## src/rtl/irq_pkg.sv

```systemverilog
package irq_pkg;

    localparam int SEL_W        = 2;
    localparam int CTL_HI_BIT   = 7;
    localparam int CTL_LO_BIT   = 6;
    localparam int CTL_MODE_BIT = 0;

    typedef enum logic [SEL_W-1:0] {
        REG_CTL  = 2'd0,
        REG_FLAG = 2'd1,
        REG_EN   = 2'd2,
        REG_LVL  = 2'd3
    } reg_sel_e;

    typedef enum logic [1:0] {
        SVC_NONE  = 2'd0,
        SVC_LO    = 2'd1,
        SVC_HI    = 2'd2,
        SVC_HI_LO = 2'd3
    } svc_e;

    // hardware-driven updates of the control register
    typedef struct packed {
        logic take_hi;
        logic take_lo;
        logic ret_hi;
        logic ret_lo;
    } ctl_upd_t;

    function automatic logic hi_active(svc_e s);
        return (s == SVC_HI) || (s == SVC_HI_LO);
    endfunction

    function automatic svc_e svc_after_take_hi(svc_e s);
        return (s == SVC_LO) ? SVC_HI_LO : SVC_HI;
    endfunction

    function automatic svc_e svc_after_ret_hi(svc_e s);
        return (s == SVC_HI_LO) ? SVC_LO : SVC_NONE;
    endfunction

endpackage

```

## src/rtl/irq_edge_sync.sv

```systemverilog
module irq_edge_sync #(
    parameter int NSRC = 8
) (
    input  logic            clk,
    input  logic            rst,
    input  logic [NSRC-1:0] evt_in,
    output logic [NSRC-1:0] rise
);
    logic [NSRC-1:0] meta_q;
    logic [NSRC-1:0] sync_q;
    logic [NSRC-1:0] prev_q;

    for (genvar gi = 0; gi < NSRC; gi++) begin : g_src
        always_ff @(posedge clk) begin
            if (rst) begin
                meta_q[gi] <= 1'b0;
                sync_q[gi] <= 1'b0;
                prev_q[gi] <= 1'b0;
            end else begin
                meta_q[gi] <= evt_in[gi];
                sync_q[gi] <= meta_q[gi];
                prev_q[gi] <= sync_q[gi];
            end
        end
        assign rise[gi] = sync_q[gi] & ~prev_q[gi];
    end

endmodule

```

## src/rtl/irq_regs.sv

```systemverilog
module irq_regs
    import irq_pkg::*;
#(
    parameter int NSRC = 8
) (
    input  logic             clk,
    input  logic             rst,
    input  logic             wr_en,
    input  logic [SEL_W-1:0] wr_sel,
    input  logic [NSRC-1:0]  wr_data,
    input  logic [SEL_W-1:0] rd_sel,
    output logic [NSRC-1:0]  rd_data,
    input  logic [NSRC-1:0]  rise,
    input  ctl_upd_t         upd,
    output logic [NSRC-1:0]  ctl,
    output logic [NSRC-1:0]  flag,
    output logic [NSRC-1:0]  en,
    output logic [NSRC-1:0]  lvl
);
    logic [NSRC-1:0] ctl_nx, flag_nx, en_nx, lvl_nx;
    logic            wr_ctl, wr_flag, wr_en_r, wr_lvl;

    assign wr_ctl  = wr_en && (reg_sel_e'(wr_sel) == REG_CTL);
    assign wr_flag = wr_en && (reg_sel_e'(wr_sel) == REG_FLAG);
    assign wr_en_r = wr_en && (reg_sel_e'(wr_sel) == REG_EN);
    assign wr_lvl  = wr_en && (reg_sel_e'(wr_sel) == REG_LVL);

    always_comb begin
        ctl_nx = wr_ctl ? wr_data : ctl;
        // hardware updates win over a same-cycle software write
        if (upd.take_hi) ctl_nx[CTL_HI_BIT] = 1'b0;
        if (upd.take_lo) ctl_nx[CTL_LO_BIT] = 1'b0;
        if (upd.ret_hi)  ctl_nx[CTL_HI_BIT] = 1'b1;
        if (upd.ret_lo)  ctl_nx[CTL_LO_BIT] = 1'b1;
        flag_nx = (wr_flag ? wr_data : flag) | rise;
        en_nx   = wr_en_r ? wr_data : en;
        lvl_nx  = wr_lvl  ? wr_data : lvl;
    end

    always_ff @(posedge clk) begin
        if (rst) begin
            ctl  <= '0;
            flag <= '0;
            en   <= '0;
            lvl  <= '0;
        end else begin
            ctl  <= ctl_nx;
            flag <= flag_nx;
            en   <= en_nx;
            lvl  <= lvl_nx;
        end
    end

    always_comb begin
        unique case (reg_sel_e'(rd_sel))
            REG_CTL:  rd_data = ctl;
            REG_FLAG: rd_data = flag;
            REG_EN:   rd_data = en;
            default:  rd_data = lvl;
        endcase
    end

    p_set_wins_r4: assert property (@(posedge clk) disable iff (rst)
        (|rise) |=> ((flag & $past(rise)) == $past(rise)));

    p_lo_cleared_r7: assert property (@(posedge clk) disable iff (rst)
        upd.take_lo |=> !ctl[CTL_LO_BIT]);

    p_lo_restored_r8: assert property (@(posedge clk) disable iff (rst)
        upd.ret_lo |=> ctl[CTL_LO_BIT]);

endmodule

```

## src/rtl/irq_arbiter.sv

```systemverilog
module irq_arbiter
    import irq_pkg::*;
#(
    parameter int NSRC  = 8,
    parameter int NCORE = 2,
    parameter int VAW   = 16,
    parameter logic [VAW-1:0] HI_VEC = 16'h0008,
    parameter logic [VAW-1:0] LO_VEC = 16'h0018
) (
    input  logic            clk,
    input  logic            rst,
    input  logic            mode,
    input  logic            hie,
    input  logic            lie,
    input  logic [NSRC-1:0] flag,
    input  logic [NSRC-1:0] en,
    input  logic [NSRC-1:0] lvl,
    input  logic            reti,
    output ctl_upd_t        upd,
    output logic            vec_req,
    output logic [VAW-1:0]  vec_addr
);
    localparam logic [NSRC-1:0] CORE_MASK = NSRC'((64'd1 << NCORE) - 64'd1);
    localparam logic [NSRC-1:0] ALL_MASK  = '1;

    svc_e            svc_q, svc_nx;
    logic [NSRC-1:0] armed;
    logic            flat_pend, hi_pend, lo_pend;
    logic            take_hi, take_lo, ret_hi, ret_lo;

    assign armed     = flag & en;
    assign flat_pend = |(armed & (lie ? ALL_MASK : CORE_MASK));
    assign hi_pend   = mode ? |(armed & lvl) : flat_pend;
    assign lo_pend   = mode && |(armed & ~lvl);

    assign take_hi = !reti && hie && hi_pend && !hi_active(svc_q);
    assign take_lo = !reti && mode && hie && lie && lo_pend
                     && (svc_q == SVC_NONE) && !take_hi;
    assign ret_hi  = reti && hi_active(svc_q);
    assign ret_lo  = reti && (svc_q == SVC_LO);

    assign upd = '{take_hi: take_hi, take_lo: take_lo,
                   ret_hi: ret_hi, ret_lo: ret_lo};

    always_comb begin
        svc_nx = svc_q;
        if (take_hi)      svc_nx = svc_after_take_hi(svc_q);
        else if (take_lo) svc_nx = SVC_LO;
        else if (ret_hi)  svc_nx = svc_after_ret_hi(svc_q);
        else if (ret_lo)  svc_nx = SVC_NONE;
    end

    always_ff @(posedge clk) begin
        if (rst) begin
            svc_q    <= SVC_NONE;
            vec_req  <= 1'b0;
            vec_addr <= '0;
        end else begin
            svc_q   <= svc_nx;
            vec_req <= take_hi | take_lo;
            if (take_hi)      vec_addr <= HI_VEC;
            else if (take_lo) vec_addr <= LO_VEC;
        end
    end

    p_reti_no_take_r11: assert property (@(posedge clk) disable iff (rst)
        reti |=> !vec_req);

    p_lo_only_idle_r9: assert property (@(posedge clk) disable iff (rst)
        (vec_req && vec_addr == LO_VEC) |-> ($past(svc_q) == SVC_NONE));

endmodule

```

## src/rtl/prio_irq_ctrl.sv

```systemverilog
module prio_irq_ctrl
    import irq_pkg::*;
#(
    parameter int NSRC  = 8,
    parameter int NCORE = 2,
    parameter int VAW   = 16,
    parameter logic [VAW-1:0] HI_VEC = 16'h0008,
    parameter logic [VAW-1:0] LO_VEC = 16'h0018
) (
    input  logic             clk,
    input  logic             rst,
    input  logic [NSRC-1:0]  evt_in,
    input  logic             wr_en,
    input  logic [SEL_W-1:0] wr_sel,
    input  logic [NSRC-1:0]  wr_data,
    input  logic [SEL_W-1:0] rd_sel,
    output logic [NSRC-1:0]  rd_data,
    input  logic             reti,
    output logic             vec_req,
    output logic [VAW-1:0]   vec_addr
);
    logic [NSRC-1:0] rise, ctl, flag, en, lvl;
    ctl_upd_t        upd;

    irq_edge_sync #(.NSRC(NSRC)) u_sync (
        .clk(clk), .rst(rst), .evt_in(evt_in), .rise(rise)
    );

    irq_regs #(.NSRC(NSRC)) u_regs (
        .clk(clk), .rst(rst), .wr_en(wr_en), .wr_sel(wr_sel),
        .wr_data(wr_data), .rd_sel(rd_sel), .rd_data(rd_data),
        .rise(rise), .upd(upd), .ctl(ctl), .flag(flag), .en(en), .lvl(lvl)
    );

    irq_arbiter #(
        .NSRC(NSRC), .NCORE(NCORE), .VAW(VAW),
        .HI_VEC(HI_VEC), .LO_VEC(LO_VEC)
    ) u_arb (
        .clk(clk), .rst(rst),
        .mode(ctl[CTL_MODE_BIT]), .hie(ctl[CTL_HI_BIT]), .lie(ctl[CTL_LO_BIT]),
        .flag(flag), .en(en), .lvl(lvl), .reti(reti),
        .upd(upd), .vec_req(vec_req), .vec_addr(vec_addr)
    );

    p_hi_cleared_r7: assert property (@(posedge clk) disable iff (rst)
        (vec_req && vec_addr == HI_VEC) |-> !ctl[CTL_HI_BIT]);

    p_flat_vector_r5: assert property (@(posedge clk) disable iff (rst)
        (vec_req && !$past(ctl[CTL_MODE_BIT])) |-> (vec_addr == HI_VEC));

    p_lo_needs_mode_r6: assert property (@(posedge clk) disable iff (rst)
        (vec_req && vec_addr == LO_VEC) |-> $past(ctl[CTL_MODE_BIT]));

endmodule

```

## config.mk

```make
export PLATFORM = sky130hd
export DESIGN_NAME = prio_irq_ctrl
export DESIGN_NICKNAME = d
export VERILOG_FILES = /design/src/rtl/irq_pkg.sv /design/src/rtl/irq_edge_sync.sv /design/src/rtl/irq_regs.sv /design/src/rtl/irq_arbiter.sv /design/src/rtl/prio_irq_ctrl.sv
export SDC_FILE = /design/constraint.sdc
export NUM_CORES = 1
export LEC_CHECK = 0
export ABC_AREA = 1
export BUFFER_PORTS_ARGS = -buffer_cell sky130_fd_sc_hd__buf_2
export CAP_MARGIN = 5
export CORE_UTILIZATION = 35
export DETAILED_ROUTE_END_ITERATION = 10
export GPL_TIMING_DRIVEN = 0
export HOLD_SLACK_MARGIN = 0.1
export RECOVER_POWER = 25
export SYNTH_ARGS = -nofsm -noshare
export SYNTH_HDL_FRONTEND = slang
export SYNTH_SLANG_ARGS = --single-unit
```

## constraint.sdc

```tcl
create_clock -name clk -period 1.3 [get_ports clk]
set_input_delay 0.13 -clock clk [delete_from_list [all_inputs] [get_ports clk]]
set_output_delay 0.13 -clock clk [all_outputs]
set_load 0.05 [all_outputs]
```

==> out/metrics.csv, run 1 <==
metric,value,unit
detailedPlacementHpwl,4.58,mm
crit_type,reg -> out,
die_height,89.2,um
combinationalPowerShare,15.1,%
worst_slew_pin_slew,0.537,ns
grt_setup_unrepaired,true,
num-nets-final,461,
cap_viol_max_count,0,
worstPathRequired,1.17,ns
path_buf_inv,1,
cp_data_arrival_time,1.25,ns
crit_path_max_fanout,2,
synth_seq_area_share,45.9,%
violations,negative setup slack,
syn_area_per_cell,7.48,um2
drt_first_iter_violations,201,
timing.final.crit_share,106,%
power_leakage,1.67,nW
critical_path.cell_chain,and3_4 > a221oi_2 > o21ai_1 > buf_6,
worstSetupEndpointType,primary output,
clock_power_share,38.4,%
globalRouteOverflowTotal,0,
detail-route-antenna-nets,0,
h-tree-depth,3,
final.min_clock_period,1.38,ns
yosysUniqueCellTypes,28,
areaGrowthSynthToFinish,36.4,%
path_delay_family,flip-flops,
cts_buffer_depth,2,
tritoncts_clock_tree,yes,
buffer_ports.inserted,34,
cts-root-buf,sky130_fd_sc_hd__clkbuf_8,
synth-edff-count,0,
routed_wl,6.62,mm
ioPinCount,49,
routedWlPerCell,12.2,um
number_of_remaining_drc_errors,0,
core,7290,um2
insertion_delay,0.33,ns
internal_power,3.14,mW
drive_above_1_share,29.2,%
row_count,31,
share_seq_of_total_power,46.5,%
p_sw,1.21,mW
power.share.switching,27.9,%
worst_setup_hold_path_clk_slew,0.07,ns
power_density,1200,nW/um2
grt_max_degree,11,
final.setup_skew,0.00734,ns
status,"finished, violations left",
hold_slack,0.111,ns
fp.dieArea,7960,um2
yosysWarnings,0,
post_synth_inst_count,356,
ys_dominant_reg_cell,sky130_fd_sc_hd__dfxtp_1,
num_vias,2453,
antennaDiodeCount,0,
final_core_utilization,49.8,%
die-width,89.2,um
mappedNetlistArea,2660,um2
synthArstFlopShare,0,%
grt_pass1_vias,2097,
min-delay-path-class,in -> reg,
hold_violations,0,
grt_pass1_wl,10.3,mm
critical_path_s_largest_stage_delay,0.35,ns
antenna_found_initial,0,
gr-usage-all-layers,17.9,%
vdd_drop_max,0.672,mV
setup_viol,7,
max_clock_freq,723,MHz
final-max-slew-violation-count,0,
drt-vias-per-instance,4.53,
cts_buffers,9,
crit_path_start_kind,register,
detailed_routing_iterations_pass_1,4,
slew_headroom,64.2,%
ff_latch_count_synth,61,
place.gp.congestion,0.897,
critPathSlowestCell,sky130_fd_sc_hd__dfxtp_4,
start_util,36.5,%
final_critical_path_setup_slack,-0.0831,ns
clock-sinks,61,
-- tightest hold or removal path, delay by kind of cell --
kind	cells	cell delay (ns)
compound gates	2	0.18
buf+inv	1	0.10
-- stage by stage --
| stage | area [um2] | setup slack (ns) | total power [mW] | instances | TNS (ns) |
|---|---|---|---|---|---|
| floorplan | 2710 | -0.129 | 2.44 | 369 | -0.666 |
| global placement | 3010 | -0.437 | 2.58 | 502 | -2.95 |
| detailed placement | 3010 | -0.429 | 2.59 | 502 | -2.85 |
| CTS | 3570 | -0.113 | 4.37 | 540 | -0.508 |
| global route | 3630 | -0.166 | 4.57 | 541 | -1.06 |
| finish | 3630 | -0.0831 | 4.35 | 541 | -0.429 |
-- area by class of cell --
cell class / instances / area (um2)
Buffer: 25 / 168
Clock buffer: 12 / 145
Clock inverter: 4 / 47.5
Fill cell: 744 / 3660
Inverter: 57 / 218
Multi-Input combinational cell: 226 / 1220
Sequential cell: 61 / 1250
Tap cell: 99 / 124
Timing Repair Buffer: 57 / 453
-- kinds of logic after synthesis --
group	count (synthesis)	share of synthesized area (%)
flops	61	45.9
buf+inv	82	14.2
compound gates	78	16.9
simple gates	134	22.9
other cells	1	0.141
-- what timing repair did --
item | 4_1_cts | 5_1_grt
resized for setup | 47 | 20
endpoints found under the setup margin | 10 | 14
pin swaps | 7 | 12
cloned | 0 | 0
setup buffers | 5 | 1
hold endpoints to repair | 21 | 0
hold buffers | 17 | 0
-- cell usage after synthesis, types with 2 or more instances --
master | instances | area [um2]
sky130_fd_sc_hd__nor2_1 | 45 | 169
sky130_fd_sc_hd__o21ai_0 | 28 | 140
sky130_fd_sc_hd__inv_2 | 2 | 7.51
sky130_fd_sc_hd__o221ai_1 | 5 | 43.8
sky130_fd_sc_hd__and3_1 | 2 | 12.5
sky130_fd_sc_hd__a21oi_1 | 28 | 140
sky130_fd_sc_hd__buf_2 | 3 | 15.0
sky130_fd_sc_hd__nand2_1 | 46 | 173
sky130_fd_sc_hd__nor2_2 | 5 | 31.3
sky130_fd_sc_hd__nand3_2 | 4 | 40.0
sky130_fd_sc_hd__o21ai_1 | 5 | 25.0
sky130_fd_sc_hd__nand4_1 | 2 | 12.5
sky130_fd_sc_hd__inv_1 | 55 | 206
sky130_fd_sc_hd__buf_6 | 2 | 22.5
sky130_fd_sc_hd__clkbuf_1 | 6 | 22.5
sky130_fd_sc_hd__nand3_1 | 27 | 135
sky130_fd_sc_hd__a221oi_1 | 3 | 26.3
sky130_fd_sc_hd__dfxtp_1 | 61 | 1220
sky130_fd_sc_hd__o2111ai_1 | 4 | 35.0
sky130_fd_sc_hd__buf_4 | 14 | 105
sky130_fd_sc_hd__a21oi_2 | 2 | 17.5
-- final timing paths --
| path | start | endpoint | slack (ns) | cells after the start |
|---|---|---|---|---|
| hold / removal | wr_data[7] | u_regs.lvl[7] | 0.11 | 3 |
| hold reg to reg | u_sync.meta_q[0] | u_sync.sync_q[0] | 0.40 | 2 |
| setup reg to reg | u_regs.flag[2] | u_arb.svc_q[0] | -0.08 | 9 |
| setup / recovery | u_regs.flag[2] | rd_data[2] | -0.08 | 4 |
-- registers in the layout (all words and copies together), names as in the netlist --
| name | flops |
|---|---|
| u_regs.ctl | 8 |
| u_arb.svc_q | 2 |
| u_sync.prev_q | 8 |
| u_regs.en | 8 |
| u_arb.vec_req | 1 |
| u_sync.sync_q | 8 |
| u_regs.flag | 8 |
| u_arb.vec_addr | 2 |
| u_sync.meta_q | 8 |
| u_regs.lvl | 8 |
-- metal layers --
layer,GRT usage [%],routed length (um),vias to the layer above
met3,3.51,330,10
met5,0,0,-
met2,26.7,2930,71
li1,-,-,1290
met1,24.5,3250,1082
met4,9.24,109,0
-- power by group through the flow --
stage               logic (mW)  clock network (mW)  registers [mW]
finish                   0.658                1.67            2.02
global route             0.718                1.82            2.03
CTS                      0.645                1.71            2.01
detailed placement       0.537                   0            2.06
global placement         0.531                   0            2.05
floorplan                0.405                   0            2.04
-- placed cells by master (no fill, tap or decap), types with 11 or more instances in the layout --
cell type / netlist / final
sky130_fd_sc_hd__buf_4: 14 / 20
sky130_fd_sc_hd__nand3_1: 27 / 21
sky130_fd_sc_hd__nor2_1: 45 / 42
sky130_fd_sc_hd__dfxtp_1: 61 / 45
sky130_fd_sc_hd__o21ai_0: 28 / 25
sky130_fd_sc_hd__conb_1: 1 / 14
sky130_fd_sc_hd__inv_1: 55 / 51
sky130_fd_sc_hd__buf_6: 2 / 11
sky130_fd_sc_hd__nand2_1: 46 / 43
sky130_fd_sc_hd__dfxtp_2: 0 / 12
sky130_fd_sc_hd__dlygate4sd3_1: 0 / 17
sky130_fd_sc_hd__a21oi_1: 28 / 28
sky130_fd_sc_hd__buf_2: 3 / 26
Note: power is estimated with default switching activity, not from simulation.
==> inputs of run 2 (changes only) <==
Settings changed: ABC_AREA 1 to not set.
==> run 2 against run 1 <==
The run still ends with negative setup slack left. Via count shrank 19%. Cell area shrank 5.4%. Final cell count shrank 20%. Sequential cell count is the same. Clock-buffer cell count shrank 2. Clock power is essentially flat. Wire length shrank 15%. Hold slack gained 0.11 ns. First-iteration DRC count shrank 47%. Synthesized cell count shrank 29%. Register-to-register slack lost 0.06 ns. Largest cell class unchanged. Largest power group unchanged.
==> out/metrics.csv, run 2 <==
metric,value,unit,change
status,"finished, violations left",,
violations,negative setup slack,,
grt_pass1_wl,9.31,mm,-9.6%
grt_max_degree,12,,+1
tritoncts_clock_tree,yes,,
max_clock_freq,677,MHz,-6.4%
layout.cells.most_common_list,"sky130_fd_sc_hd__dfxtp_1 (39), sky130_fd_sc_hd__buf_2 (26), sky130_fd_sc_hd__nand2_1 (25)",,
detail-route-antenna-nets,0,,unchanged
final.setup_skew,0.00452,ns,-0.00282 ns
synth_cell_count_leaders,"sky130_fd_sc_hd__dfxtp_1 (61), sky130_fd_sc_hd__nand2_1 (25), sky130_fd_sc_hd__mux2i_1 (24), sky130_fd_sc_hd__nor2b_1 (24), sky130_fd_sc_hd__nor2_1 (23)",,
insertion_delay,0.33,ns,about the same
die_height,86.9,um,-2.6%
crit_type,reg -> out,,
synthDominantCellAreaShare,48.4,%,+2.5 points
drt_first_iter_violations,107,,-47%
ff_latch_count_synth,61,,unchanged
crit_path_start_kind,register,,
antenna_found_initial,0,,unchanged
synth_most_common_cell,sky130_fd_sc_hd__dfxtp_1,,
holdPathEnd,u_regs.ctl[6],,
worst_r2r_path_depth,5,,-4
cts_buffer_depth,2,,unchanged
drive_above_1_share,32.4,%,+3.3 points
power_density,1230,nW/um2,+2.3%
drt-vias-per-instance,4.56,,+0.54%
gr-usage-all-layers,16.8,%,-1.1 points
cap_viol_max_count,0,,unchanged
post-layout-total-power,4.21,mW,-3.2%
number_of_remaining_drc_errors,0,,unchanged
synthArstFlopShare,0,%,unchanged
synth_seq_area_share,48.4,%,+2.5 points
critical_path.cell_chain,mux4_2 > buf_8,,
power_leakage,1.46,nW,-12%
filler_cell_count,655,,-12%
synth.area.top_cells,"sky130_fd_sc_hd__dfxtp_1 (48%), sky130_fd_sc_hd__mux2i_1 (9.5%), sky130_fd_sc_hd__mux4_2 (7.1%), sky130_fd_sc_hd__nor2b_1 (6.0%), sky130_fd_sc_hd__buf_4 (4.2%)",,
mappedNetlistArea,2520,um2,-5.3%
slew_headroom,59.9,%,-4.3 points
yosysTopAreaCell,sky130_fd_sc_hd__dfxtp_1,,
start_util,36.7,%,+0.21 points
syn_area_per_cell,9.93,um2,+33%
worstPathRequired,1.17,ns,about the same
worst_slew_pin_slew,0.600,ns,+0.0631 ns
final.min_clock_period,1.48,ns,+0.0940 ns
vdd_drop_max,0.762,mV,+13%
routed_wl,5.60,mm,-15%
areaGrowthSynthToFinish,36.1,%,
worstSetupEndpointType,primary output,,
globalRouteOverflowTotal,0,,unchanged
regToRegSetupSlack,-0.14,ns,-0.06 ns
synth-edff-count,0,,unchanged
grt_pass1_vias,1901,,-9.3%
row_count,30,,-3.2%
final_common_cell,sky130_fd_sc_hd__dfxtp_1,,
core,6870,um2,-5.8%
min-delay-path-class,in -> reg,,
grt_setup_unrepaired,true,,
cts-root-buf,sky130_fd_sc_hd__clkbuf_8,,
ys_dominant_reg_cell,sky130_fd_sc_hd__dfxtp_1,,
place.gp.congestion,0.896,,about the same
cp_data_arrival_time,1.35,ns,+0.10 ns
setup_viol,15,,+8
timing.final.crit_share,114,%,+7.2 points
buffer_ports.inserted,31,,-8.8%
yosysUniqueCellTypes,31,,+11%
critical_path_s_largest_stage_delay,0.50,ns,+0.15 ns
die-width,86.9,um,-2.6%
regToRegEndpoint,u_regs.ctl[6],,
fp.dieArea,7550,um2,-5.1%
worst_setup_hold_path_clk_slew,0.07,ns,about the same
ioPinCount,49,,unchanged
clock-sinks,61,,unchanged
final-max-slew-violation-count,0,,unchanged
cts_buffers,9,,unchanged
critPathSlowestCell,sky130_fd_sc_hd__mux4_2,,
hold_violations,0,,unchanged
crit_path_max_fanout,3,,+1
dp_slack,-0.170,ns,+0.258 ns
h-tree-depth,3,,unchanged
detailed_routing_iterations_pass_1,4,,unchanged
detailedPlacementHpwl,3.79,mm,-17%
num-nets-final,358,,-22%
post_synth_inst_count,254,,-29%
routedWlPerCell,12.9,um,+5.2%
antennaDiodeCount,0,,unchanged
yosysWarnings,0,,unchanged
final_critical_path_setup_slack,-0.177,ns,-0.0940 ns
worstReg2RegStart,u_regs.ctl[7],,
num_vias,1983,,-19%
timing.hold.worst.start,reti,,
min_path_cells,4,,+1
-- run 2: cell types whose count changed in the layout (fill, tap and decap cells not counted), moves of 8 or more --
cell | before | now
sky130_fd_sc_hd__dfxtp_2 | 12 | 21
sky130_fd_sc_hd__mux2i_1 | 0 | 24
sky130_fd_sc_hd__nand3_1 | 21 | 6
sky130_fd_sc_hd__a31oi_1 | 0 | 9
sky130_fd_sc_hd__nand3b_1 | 0 | 8
sky130_fd_sc_hd__inv_1 | 51 | 3
sky130_fd_sc_hd__a21oi_1 | 28 | 5
sky130_fd_sc_hd__nand2b_1 | 0 | 8
sky130_fd_sc_hd__o21ai_1 | 8 | 0
sky130_fd_sc_hd__mux4_2 | 0 | 8
sky130_fd_sc_hd__o21ai_0 | 25 | 1
sky130_fd_sc_hd__nand2_1 | 43 | 25
sky130_fd_sc_hd__nor2b_1 | 0 | 24
sky130_fd_sc_hd__nor2_1 | 42 | 23
-- run 2: worst max path at each step --
stage / startpoint / endpoint / slack, ns / cells past startpoint
finish: u_regs.lvl[6] / rd_data[6] / -0.18 / 2
global route: u_regs.flag[0] / rd_data[0] / -0.22 / 2
CTS: u_regs.flag[7] / rd_data[7] / -0.20 / 2
detailed placement: u_regs.ctl[7] / u_regs.ctl[6] / -0.17 / 5
global placement: u_regs.ctl[7] / u_regs.ctl[6] / -0.13 / 5
floorplan: u_regs.ctl[7] / u_regs.ctl[6] / 0.0009 / 5
-- run 2: repair_timing --
item	in CTS	in global routing
endpoints found under the setup margin	15	15
endpoints found under the hold margin	37	0
setup buffers	8	0
pin swaps	9	3
hold buffers	17	0
resized for setup	43	10
-- run 2: layout make-up --
class	count	area, um2	share of cell area (%)
Clock buffer	10	138	4.01
Multi-Input combinational cell	177	1230	35.9
Timing Repair Buffer	56	465	13.6
Inverter	3	11.3	0.328
Sequential cell	61	1250	36.4
Tap cell	96	120	3.50
Buffer	26	154	4.48
Clock inverter	6	62.6	1.82
-- run 2: per-stage QoR --
step           area, um2  utilization [%]  setup TNS, ns  instances  hold WS, ns
2_1_floorplan       2580                -              0        267        0.258
3_3_place_gp        2860             41.6         -0.621        394        0.336
3_5_place_dp        2860             41.6         -0.707        394        0.342
4_1_cts             3400             49.5          -2.23        435        0.199
5_1_grt             3430             50.0          -2.86        435        0.244
6_report            3430             50.0          -2.06        435        0.222
-- run 2: metal layers --
layer  vias up  global-route usage [%]  part of all wire [%]  routed length, um
met5         -                       0                     0                  0
met4         0                    8.18                   2.6                144
met3        13                    6.16                   6.5                362
met2        73                    27.3                    48               2670
met1       896                    19.6                    43               2420
li1       1001                       -                     -                  -
-- run 2: logic make-up (layout without fill, tap and decap cells) --
group	Yosys count	after routing	synth area share [%]
AND/OR/NAND/NOR	107	107	22.1
flip-flops	61	61	48.4
AO/OA/AOI/OAI	24	24	6.10
other	1	14	0.149
buffers and inverters	29	101	6.55
multiplexers	32	32	16.7
-- run 2: where the power goes --
group / internal (mW) / switching, mW / total [mW]
logic: 0.241 / 0.312 / 0.553
clock network: 0.928 / 0.729 / 1.66
registers: 1.95 / 0.0509 / 2.00
-- run 2: worst max-delay path, delay by kind of cell, from the launching register on --
kind | cells | cell delay, ns
mux | 1 | 0.50
flops | 1 | 0.34
buf+inv | 1 | 0.17
==> inputs of run 3 (changes only) <==
Settings changed: SETUP_SLACK_MARGIN set to 0.2.
Clock period 1.3 ns to 1.37 ns, I/O delays scaled along.
==> run 3 against run 2 <==
Sequential cell count unchanged. Total power up 8.1%. Register-to-register slack better by 0.07 ns. The run still ends with negative setup slack left. Hold slack worse by 0.094 ns. Global-route usage up 0.54 points. Clock skew up 0.0019 ns. Sequential share of layout area down 2.0 points.
==> out/metrics.csv, run 3 (same netlist as run 2, synthesis figures left out) <==
metric,value,unit,change
status,"finished, violations left",,
violations,negative setup slack,,
dp_slack,-0.0578,ns,+0.112 ns
cts_buffer_depth,2,,unchanged
die-width,86.9,um,unchanged
cts_buffers,9,,unchanged
min_path_cells,3,,-1
final_critical_path_setup_slack,-0.128,ns,+0.0487 ns
cap_viol_max_count,0,,unchanged
insertion_delay,0.34,ns,about the same
internal_power,3.50,mW,+12%
start_util,36.7,%,unchanged
die_height,86.9,um,unchanged
h-tree-depth,3,,unchanged
slew_headroom,59.2,%,-0.68 points
grt_max_degree,12,,unchanged
final.min_clock_period,1.50,ns,
drt-vias-per-instance,4.51,,-1.0%
finish.cell_count_without_fillers,446,,+2.5%
setup_viol,15,,unchanged
grt_setup_unrepaired,true,,
routedWlPerCell,13.4,um,+3.7%
antennaDiodeCount,0,,unchanged
worst_setup_hold_path_clk_slew,0.07,ns,about the same
num_vias,2012,,+1.5%
share_seq_of_total_power,41.6,%,-5.9 points
row_count,30,,unchanged
max_clock_freq,667,MHz,
min-delay-path-class,in -> reg,,
final_common_cell,sky130_fd_sc_hd__dfxtp_1,,
power_leakage,1.58,nW,+8.2%
final-max-slew-violation-count,0,,unchanged
power.share.switching,23.2,%,-2.8 points
worstSetupEndpointType,primary output,,
crit_path_max_fanout,4,,+1
place.gp.congestion,0.912,,+1.8%
cts-root-buf,sky130_fd_sc_hd__clkbuf_8,,
buffer_ports.inserted,31,,unchanged
crit_path_start_kind,register,,
combinationalPowerShare,12.6,%,-0.5 points
grt_pass1_wl,9.57,mm,+2.8%
detailed_routing_iterations_pass_1,4,,unchanged
detailedPlacementHpwl,3.78,mm,-0.39%
clock_power_share,45.8,%,+6.4 points
ioPinCount,49,,unchanged
worst_slew_pin_slew,0.610,ns,+0.0101 ns
grt_pass1_vias,1962,,+3.2%
tritoncts_clock_tree,yes,,
final_area,3670,um2,+6.8%
gr-usage-all-layers,17.3,%,+0.54 points
drive_above_1_share,38.0,%,+5.6 points
final.setup_skew,0.00638,ns,+0.00187 ns
numPlacedInstances,394,,unchanged
hold_violations,0,,unchanged
crit_type,reg -> out,,
drt_first_iter_violations,112,,+4.7%
power_density,1240,nW/um2,+1.3%
setup_total_negative_slack,-0.979,ns,+1.08 ns
cp_data_arrival_time,1.36,ns,about the same
worst_r2r_path_depth,5,,unchanged
areaGrowthSynthToFinish,45.3,%,
timing.final.crit_share,109,%,
antenna_found_initial,0,,unchanged
worstPathRequired,1.23,ns,+0.06 ns
number_of_remaining_drc_errors,0,,unchanged
core,6870,um2,unchanged
clock-sinks,61,,unchanged
detail-route-antenna-nets,0,,unchanged
fp.dieArea,7550,um2,unchanged
detailed_place.area,2860,um2,+0.22%
vdd_drop_max,0.855,mV,+12%
globalRouteOverflowTotal,0,,unchanged
layout.cells.most_common_list,"sky130_fd_sc_hd__dfxtp_1 (35), sky130_fd_sc_hd__buf_4 (26), sky130_fd_sc_hd__buf_2 (25)",,
p_sw,1.05,mW,-3.4%
routed_wl,5.96,mm,+6.4%
num-nets-final,369,,+3.1%
==> run 3: critical path, stage by stage, from the launching register on <==
cell,delay (ns)
sky130_fd_sc_hd__dfxtp_2,0.34
sky130_fd_sc_hd__mux4_2,0.51
sky130_fd_sc_hd__buf_8,0.17
==> run 3: metrics by stage <==
stage | utilization (%) | power, mW | hold WS (ns)
floorplan | - | 2.26 | 0.265
global placement | 41.7 | 2.36 | 0.343
detailed placement | 41.7 | 2.37 | 0.349
CTS | 52.2 | 4.58 | 0.120
global route | 53.4 | 4.73 | 0.129
finish | 53.4 | 4.55 | 0.129
==> run 3: area by class of cell <==
cell class              instances  area [um2]
flip-flops and latches         61        1260
well taps                      96         120
plain buffers                  26         156
multi-input cells             177        1280
fillers                       627        3200
repair buffers                 67         572
clock inverters                 6         135
clock buffers                  10         128
inverters                       3        11.3
==> run 3: path summary, 6_finish.rpt <==
check	from	to	slack, ns
max	u_regs.lvl[7]	rd_data[7]	-0.13
min	wr_data[6]	u_regs.flag[6]	0.13
max reg2reg	u_regs.ctl[7]	u_regs.ctl[6]	-0.07
min reg2reg	u_sync.meta_q[1]	u_sync.sync_q[1]	0.44
==> run 3: power by group through the flow <==
stage | Combinational, mW | Clock [mW] | Sequential [mW]
final | 0.573 | 2.09 | 1.89
after global routing | 0.613 | 2.22 | 1.90
after CTS | 0.557 | 2.13 | 1.89
after detailed placement | 0.437 | 0 | 1.93
after global placement | 0.432 | 0 | 1.93
after floorplan | 0.340 | 0 | 1.92
==> run 3: layer usage <==
| layer | part of all wire (%) | routed length [um] | GRT usage [%] |
|---|---|---|---|
| met1 | 46 | 2720 | 20.6 |
| met2 | 49 | 2920 | 28.2 |
| met3 | 3.8 | 226 | 7.11 |
| met4 | 1.5 | 88 | 6.21 |
| met5 | 0 | 0 | 0 |
==> run 3: timing repair <==
| action | in CTS | in global routing |
|---|---|---|
| pin swaps | 12 | 7 |
| hold buffers | 16 | 0 |
| gates cloned | 0 | 0 |
| resized for setup | 60 | 13 |
| endpoints found under the hold margin | 26 | 0 |
| setup endpoints to repair | 15 | 15 |
| buffers inserted | 16 | 4 |
